## src/rtl/dcb_pkg.sv

```systemverilog
package dcb_pkg;
  parameter int CODE_W = 16;
  parameter int MODE_W = 2;
  parameter int CH_N   = 2;

  localparam int WORD_W   = CODE_W + 8;
  localparam int MODE_LO  = CODE_W;
  localparam int SEL_BIT  = CODE_W + 2;
  localparam int DC_BIT   = CODE_W + 3;
  localparam int LOAD_LO  = CODE_W + 4;
  localparam int RSV_LO   = CODE_W + 6;
  localparam int RSV_HI   = WORD_W - 1;

  typedef logic [CODE_W-1:0] code_t;
  typedef logic [MODE_W-1:0] mode_t;

  localparam mode_t MODE_NORMAL = '0;

  // strobes from decode to the register datapath
  typedef struct packed {
    logic [CH_N-1:0] bufWr;
    logic [CH_N-1:0] chLoad;
  } dcb_strobe_t;
endpackage

```

## src/rtl/dcb_ctrl.sv

```systemverilog
module dcb_ctrl
  import dcb_pkg::*;
(
  input  logic              cmdValid,
  input  logic [WORD_W-1:0] cmdWord,
  output dcb_strobe_t       stb,
  output code_t             stageCode,
  output mode_t             stageMode
);
  logic accept;
  logic unusedDontCare;

  assign unusedDontCare = cmdWord[DC_BIT];
  assign accept    = cmdValid && (cmdWord[RSV_HI:RSV_LO] == '0);
  assign stageCode = cmdWord[CODE_W-1:0];
  assign stageMode = cmdWord[MODE_LO +: MODE_W];

  always_comb begin
    stb = '0;
    for (int i = 0; i < CH_N; i++) begin
      stb.bufWr[i]  = accept && (cmdWord[SEL_BIT] == i[0]);
      stb.chLoad[i] = accept && cmdWord[LOAD_LO + i];
    end
  end
endmodule

```

## src/rtl/dcb_datapath.sv

```systemverilog
module dcb_datapath
  import dcb_pkg::*;
(
  input  logic                         clk,
  input  logic                         rstN,
  input  dcb_strobe_t                  stb,
  input  code_t                        stageCode,
  input  mode_t                        stageMode,
  output logic [CH_N-1:0][CODE_W-1:0]  actCode,
  output logic [CH_N-1:0][MODE_W-1:0]  actMode,
  output logic [CH_N-1:0]              upd
);
  for (genvar ch = 0; ch < CH_N; ch++) begin : g_ch
    code_t bufCode, nxtCode;
    mode_t bufMode, nxtMode;

    // a load in the same commit sees the freshly written staging content
    assign nxtCode = stb.bufWr[ch] ? stageCode : bufCode;
    assign nxtMode = stb.bufWr[ch] ? stageMode : bufMode;

    always_ff @(posedge clk or negedge rstN) begin
      if (!rstN) begin
        bufCode     <= '0;
        bufMode     <= MODE_NORMAL;
        actCode[ch] <= '0;
        actMode[ch] <= MODE_NORMAL;
        upd[ch]     <= 1'b0;
      end else begin
        upd[ch] <= stb.chLoad[ch];
        if (stb.bufWr[ch]) begin
          bufCode <= nxtCode;
          bufMode <= nxtMode;
        end
        if (stb.chLoad[ch]) begin
          actMode[ch] <= nxtMode;
          if (nxtMode == MODE_NORMAL) actCode[ch] <= nxtCode;
        end
      end
    end
  end
endmodule

```

## src/rtl/dual_cmd_bank.sv

```systemverilog
module dual_cmd_bank
  import dcb_pkg::*;
(
  input  logic              clk,
  input  logic              rstN,
  input  logic              cmdValid,
  input  logic [WORD_W-1:0] cmdWord,
  output logic [CODE_W-1:0] codeA,
  output logic [MODE_W-1:0] modeA,
  output logic              updA,
  output logic [CODE_W-1:0] codeB,
  output logic [MODE_W-1:0] modeB,
  output logic              updB
);
  dcb_strobe_t                 stb;
  code_t                       stageCode;
  mode_t                       stageMode;
  logic [CH_N-1:0][CODE_W-1:0] actCode;
  logic [CH_N-1:0][MODE_W-1:0] actMode;
  logic [CH_N-1:0]             upd;

  dcb_ctrl ctrl_i (
    .cmdValid (cmdValid),
    .cmdWord  (cmdWord),
    .stb      (stb),
    .stageCode(stageCode),
    .stageMode(stageMode)
  );

  dcb_datapath dp_i (
    .clk      (clk),
    .rstN     (rstN),
    .stb      (stb),
    .stageCode(stageCode),
    .stageMode(stageMode),
    .actCode  (actCode),
    .actMode  (actMode),
    .upd      (upd)
  );

  assign codeA = actCode[0];
  assign modeA = actMode[0];
  assign updA  = upd[0];
  assign codeB = actCode[1];
  assign modeB = actMode[1];
  assign updB  = upd[1];
endmodule

```

## config.mk

```make
export PLATFORM = sky130hd
export DESIGN_NAME = dual_cmd_bank
export DESIGN_NICKNAME = d
export VERILOG_FILES = /design/src/rtl/dcb_pkg.sv /design/src/rtl/dcb_ctrl.sv /design/src/rtl/dcb_datapath.sv /design/src/rtl/dual_cmd_bank.sv
export SDC_FILE = /design/constraint.sdc
export NUM_CORES = 1
export LEC_CHECK = 0
export BUFFER_PORTS_ARGS = -buffer_cell sky130_fd_sc_hd__buf_4
export CORE_ASPECT_RATIO = 2
export CORE_MARGIN = 4
export CORE_UTILIZATION = 48
export CTS_CLUSTER_SIZE = 24
export DETAILED_ROUTE_END_ITERATION = 10
export PLACE_DENSITY = 0.75
export SLEW_MARGIN = 30
export SYNTH_ARGS = -nofsm -noshare
export SYNTH_HDL_FRONTEND = slang
export SYNTH_SLANG_ARGS = --single-unit
```

## constraint.sdc

```tcl
create_clock -name clk -period 1.2 [get_ports clk]
set_input_delay 0.12 -clock clk [delete_from_list [all_inputs] [get_ports clk]]
set_output_delay 0.12 -clock clk [all_outputs]
set_load 0.02 [all_outputs]
```

==> summary.txt, run 1 <==
Global route
  • Grt ovf: 0
  • Initial antenna violation count: 0
  • All-Layer GR Usage: 16.85%
  • Vias in the first global route: 1915
  • First-pass GRT wire length: 9.591 mm
  • Largest net degree at the start of global routing: 64

Yosys
  • Post-synth top flop: dfrtp_1
  • Top post-synthesis cells by count: 74 x dfrtp_1, 46 x mux2_2, 20 x mux2_4, 5 x nor2_1
  • Distinct cells, synth: 15
  • Ys Warns: 0
  • Area fraction of the dominant cell type after synthesis: 64.29%
  • Sequential share of the synthesized area: 64.29%
  • Area contributors post-synth: dfrtp_1 64%, mux2_2 18%, mux2_4 10%
  • EDFF count, synth: 0
  • Syn Inst Count: 168
  • Syn nets: 195
  • Post-Syn Area: 2880 sq um
  • Syn Area/Cell: 17.14 sq um
  • Asr flop ratio synth: 100.0%
  • Synth area leader: dfrtp_1
  • Synth Register Bits: 74
  • Most common cell in the netlist: dfrtp_1

Min path
  • Min-delay src: cmdWord[0]
  • Hold Path Sink: dp_i.g_ch[1].bufCode[0]
  • Hold path cells: 2
  • Min-Delay Path Class: primary input to register

Setup path
  • CP Class: register to register
  • FF-to-FF End: dp_i.actCode[29]
  • CP Capture Type: register
  • Data required time at the worst endpoint: 1.41 ns
  • Cell chain of the critical path: mux2i_1, buf_4, nand3_4, buf_12, mux2_4
  • Flop-to-flop setup slack: -0.13 ns
  • Startpoint Class: register
  • Worst EP arrival: 1.54 ns
  • R2r worst-path depth: 5
  • CP delay by family, top: multiplexers
  • WP buf/inv: 2
  • Crit-path max cell delay: 0.37 ns
  • CP Max Fanout: 16
  • Crit path max-delay cell type: dfrtp_1
  • Worst r2r src: dp_i.g_ch[1].bufMode[0]

Finish
  • Ratio of cells with drive above 1 in the final layout: 63.53%
  • Antenna Cells: 0
  • Area Growth Syn to Fin: 34.58%
  • Cell Count, Final, Fillers Out: 316
  • Post-Layout Inst Area: 3876 sq um
  • Fin nets: 277

Routing
  • Vias: 1665
  • Drt wl/cell: 17.08 microns
  • DRT antenna net count: 0
  • Drc violations: 0
  • Routed WL: 5.397 mm
  • DRT iter0 DRCs: 50
  • DR vias/cell: 5.269
  • TritonRoute pass-1 iters: 2

Timing
  • Tmin final: 1.329 ns
  • Slew of the pin with the lowest slew margin: 0.3423 ns
  • Final setup violation count: 32
  • Clk_skew: 0.004304 ns
  • RSZ-0062 raised after global routing: yes
  • Slew Limit Fails: 0
  • Fin crit share: 110.8%
  • Fmax: 752.2 MHz
  • Setup ws final: -0.1294 ns
  • Hold Vio Cnt, Final: 0
  • Slew headroom: 77.18%
  • Fin Setup TNS: -3.388 ns

Clocking
  • CTS buffer count: 9
  • CTS tree: done
  • Clock tree sinks: 74
  • Htree depth: 3
  • Clk slew on worst S/H paths: 0.06 ns
  • Clock latency on the worst-skew pair: 0.33 ns
  • Root buffer cell: clkbuf_16
  • Clock Tree Buf Depth: 2

Floorplanning
  • Core region area: 5758 sq um
  • Initial Util: 50.02%
  • IO Pins: 65
  • Chip Height: 117.6 microns
  • Row cnt: 39
  • Die area: 7379 sq um
  • Chip width: 62.78 microns

Placed design
  • Post-placement cell count: 299
  • Place WS: -0.4843 ns
  • DPL Wire Length: 3.883 mm
  • Placed cell area: 3541 sq um
  • RD Place Congestion: 0.7742
  • IO buf count: 63

Outcome
  • Violated checks: negative setup slack
  • Status: finished, violations left

Pwr
  • Leak pwr: 1.909 nW
  • P per Cell Area: 2264 nW/um^2
  • Max IR drop VDD: 1.172 mV

Run
  • Max cap viols: 0
==> per-stage QoR <==
stage / total power, mW / hold slack, ns / util, %
finish: 8.777 / 0.04776 / 67.32
CTS: 8.899 / 0.03717 / 67.32
global route: 9.229 / 0.04759 / 67.32
detailed placement: 6.070 / -0.02358 / 61.50
floorplan: 4.956 / -0.1756 / -
global placement: 5.990 / -0.02663 / 61.50
==> report_power, final <==
group          switching, mW  internal, mW  total [mW]
clock                  0.946          1.84        2.78
sequential             0.338          3.21        3.54
combinational           1.12          1.33        2.45
total                   2.40          6.38        8.78
==> cells by family after synthesis <==
| logic type | after synthesis | synth area share [%] |
|---|---|---|
| flip-flops | 74 | 64.29 |
| multiplexers | 70 | 29.80 |
| AND/OR/NAND/NOR | 11 | 3.041 |
| buffers and inverters | 9 | 2.172 |
| AO/OA/AOI/OAI | 4 | 0.6951 |
==> worst reg2reg max path: stages (launching register included) <==
cell	delay, ns
dfrtp_1	0.37
mux2i_1	0.13
buf_4	0.15
nand3_4	0.07
buf_12	0.17
mux2_4	0.31
==> final cells by class <==
type,count,area [sq um]
Fill cell,425,1882
Sequential cell,74,1852
Multi-Input combinational cell,85,993.5
Timing Repair Buffer,78,629.4
Clock buffer,15,287.8
Tap cell,61,76.32
Clock inverter,1,30.03
Inverter,2,7.507
==> flip-flops by register name (all words and copies together) (netlist names) <==
signal	count
dp_i.actCode	32
dp_i.upd	2
dp_i.g_ch.bufCode	32
dp_i.g_ch.bufMode	4
dp_i.actMode	4
==> layer usage <==
metal | vias up | GRT usage [%] | part of all wire, %
met4 | 0 | 7.884 | 1.8
met1 | 855 | 19.76 | 40
li1 | 751 | - | -
met2 | 51 | 27.76 | 52
met3 | 8 | 5.349 | 6.0
met5 | - | 0 | 0
==> worst max-delay path by stage <==
stage | startpoint | to | cells past startpoint
floorplan | cmdWord[18] | dp_i.actCode[10] | 5
detailed placement | cmdWord[22] | dp_i.actCode[25] | 5
finish | dp_i.g_ch[1].bufMode[0] | dp_i.actCode[29] | 5
global route | dp_i.g_ch[1].bufMode[0] | dp_i.actCode[29] | 5
global placement | cmdWord[22] | dp_i.actCode[26] | 5
CTS | dp_i.g_ch[1].bufMode[0] | dp_i.actCode[29] | 5
==> what timing repair did <==
action | CTS | global route
buffers inserted | 0 | 0
hold buffers | 1 | 0
setup endpoints to repair | 32 | 32
pin swaps | 1 | 0
endpoints found under the hold margin | 74 | 0
gates resized for setup | 2 | 0
==> placed cells by master (no fill, tap or decap), types with 2 or more instances in the layout <==
cell and instances:
dfrtp_1 74, buf_4 73, mux2_2 45, mux2_4 21, clkbuf_16 9, nor2_1 5, a21oi_1 4, clkbuf_8 4
buf_12 3, and3_1 2, mux2i_1 2, inv_1 2, clkbuf_1 2
Power figures use the tool's default switching activity.
==> inputs of run 2 (changes only) <==
--- a/config.mk
+++ b/config.mk
@@ -11,8 +11,9 @@
 export CORE_UTILIZATION = 48
 export CTS_CLUSTER_SIZE = 24
 export DETAILED_ROUTE_END_ITERATION = 10
-export PLACE_DENSITY = 0.75
+export PLACE_DENSITY = 0.74
 export SLEW_MARGIN = 30
 export SYNTH_ARGS = -nofsm -noshare
 export SYNTH_HDL_FRONTEND = slang
 export SYNTH_SLANG_ARGS = --single-unit
+export TNS_END_PERCENT = 20
==> summary.txt, run 2 (same netlist as run 1, synthesis figures left out) <==
Finish
  • Util after Layout: 67.01%
  • Fin nets: 281
  • Most common cell after layout, fill and taps aside: buf_4
  • Post-Layout Inst Area: 3859 sq um
  • Ratio of cells with drive above 1 in the final layout: 63.95%
  • Area Growth Syn to Fin: 33.97%
  • Most frequent cells in the layout: 76 x buf_4, 74 x dfrtp_1, 46 x mux2_2
  • Antenna Cells: 0
  • Largest regs: dp_i.actCode (32), dp_i.g_ch.bufCode (32)
  • Cell Count, Final, Fillers Out: 319

Timing
  • Clk_skew: 0.003366 ns
  • Slew Limit Fails: 0
  • Fin crit share: 111.5%
  • Setup ws final: -0.1385 ns
  • Tmin final: 1.339 ns
  • Fin Setup TNS: -3.214 ns
  • Hold Vio Cnt, Final: 0
  • Final setup violation count: 32
  • Slew of the pin with the lowest slew margin: 0.3239 ns
  • RSZ-0062 raised after global routing: yes
  • Fmax: 747.1 MHz
  • Slew headroom: 78.40%

Clocking
  • Clock tree sinks: 74
  • Root buffer cell: clkbuf_16
  • CTS tree: done
  • Htree depth: 3
  • Clk slew on worst S/H paths: 0.05 ns
  • CTS buffer count: 9
  • Clock latency on the worst-skew pair: 0.33 ns
  • Clock Tree Buf Depth: 2

Routing
  • TritonRoute pass-1 iters: 4
  • Drc violations: 0
  • DR vias/cell: 5.204
  • DRT antenna net count: 0
  • Routed WL: 5.594 mm
  • Vias: 1660
  • DRT iter0 DRCs: 50
  • Drt wl/cell: 17.54 microns

Global route
  • Vias in the first global route: 1815
  • Met1 global-route usage: 17.97%
  • Grt ovf: 0
  • All-Layer GR Usage: 16.70%
  • Initial antenna violation count: 0
  • Largest net degree at the start of global routing: 30
  • Met3 Use GR: 5.731%
  • First-pass GRT wire length: 9.363 mm
  • Met2 Use GR: 28.43%
  • Most used routing layer: met2

Floorplanning
  • Initial Util: 50.02%
  • IO Pins: 65
  • Die area: 7379 sq um
  • Chip Height: 117.6 microns
  • Row cnt: 39
  • Core region area: 5758 sq um
  • Chip width: 62.78 microns

Placed design
  • RD Place Congestion: 0.7623
  • DPL Wire Length: 4.075 mm
  • IO buf count: 63
  • Placed cell area: 3540 sq um
  • Post-placement cell count: 302

Pwr
  • Logic pwr share: 28.7%
  • Cell Int Power: 6.185 mW
  • Sw Pwr: 2.371 mW
  • P per Cell Area: 2217 nW/um^2
  • Seq pwr share: 41.5%
  • Clock network power share: 29.8%
  • Leak pwr: 1.908 nW
  • Switch share: 27.72%
  • Max IR drop VDD: 1.408 mV

Setup path
  • Flop-to-flop setup slack: -0.14 ns
  • CP Capture Type: register
  • Worst EP arrival: 1.55 ns
  • Worst r2r src: dp_i.g_ch[0].bufMode[0]
  • CP Class: register to register
  • Data required time at the worst endpoint: 1.41 ns
  • FF-to-FF End: dp_i.actCode[13]
  • Startpoint Class: register
  • R2r worst-path depth: 4
  • CP Max Fanout: 16

Min path
  • Hold path cells: 2
  • Min-Delay Path Class: primary input to register
  • Hold Path Sink: dp_i.g_ch[1].bufCode[3]
  • Min-delay src: cmdWord[3]

Outcome
  • Status: finished, violations left
  • Violated checks: negative setup slack

Run
  • Max cap viols: 0
==> run 2: layout make-up <==
class / count / area, sq um
Clock inverter: 3 / 40.04
Sequential cell: 74 / 1852
Tap cell: 61 / 76.32
Timing Repair Buffer: 82 / 663.1
Inverter: 2 / 7.507
Clock buffer: 12 / 246.5
Multi-Input combinational cell: 85 / 973.4
Fill cell: 423 / 1899
==> run 2: repair_timing <==
item	in CTS	in global routing
gates resized for setup	4	0
buffers inserted	1	0
hold buffers	1	0
cloned	0	0
endpoints found under the setup margin	32	32
pin swaps	2	1
endpoints found under the hold margin	74	0
==> run 2: worst max path at each step <==
stage	endpoint	depth (start not counted)	start
2_1_floorplan	dp_i.actCode[10]	5	cmdWord[18]
3_3_place_gp	dp_i.actCode[14]	6	cmdWord[18]
3_5_place_dp	dp_i.actCode[22]	6	cmdWord[22]
4_1_cts	dp_i.actCode[13]	4	dp_i.g_ch[0].bufMode[0]
5_1_grt	dp_i.actCode[10]	4	dp_i.g_ch[0].bufMode[0]
6_report	dp_i.actCode[13]	4	dp_i.g_ch[0].bufMode[0]
==> run 2: stage by stage <==
stage | hold WS, ns | worst slack (ns) | total power, mW
finish | 0.05139 | -0.1385 | 8.556
detailed placement | 0.03977 | -0.4182 | 6.055
global route | 0.04393 | -0.1707 | 8.998
floorplan | -0.1756 | -0.5493 | 4.932
CTS | 0.03350 | -0.1555 | 8.697
global placement | 0.03448 | -0.3787 | 5.965
==> run 2: metal layers <==
| layer | wire, microns | vias to the layer above | share of wire, % |
|---|---|---|---|
| li1 | - | 761 | - |
| met1 | 2115 | 831 | 38 |
| met2 | 3019 | 57 | 54 |
| met3 | 299 | 11 | 5.3 |
| met4 | 159 | 0 | 2.8 |
| met5 | 0 | - | 0 |
==> run 2: power groups by stage <==
stage	sequential (mW)	combinational [mW]	clock, mW
floorplan	4.06	0.869	0
global placement	3.56	2.40	0
detailed placement	3.59	2.47	0
CTS	3.56	2.50	2.64
global route	3.63	2.62	2.75
finish	3.55	2.45	2.55
==> run 2: worst max-delay path: stages (launching register included) <==
cell,delay (ns)
dfrtp_1,0.39
mux2i_2,0.21
nand3_2,0.13
buf_12,0.18
mux2_4,0.30
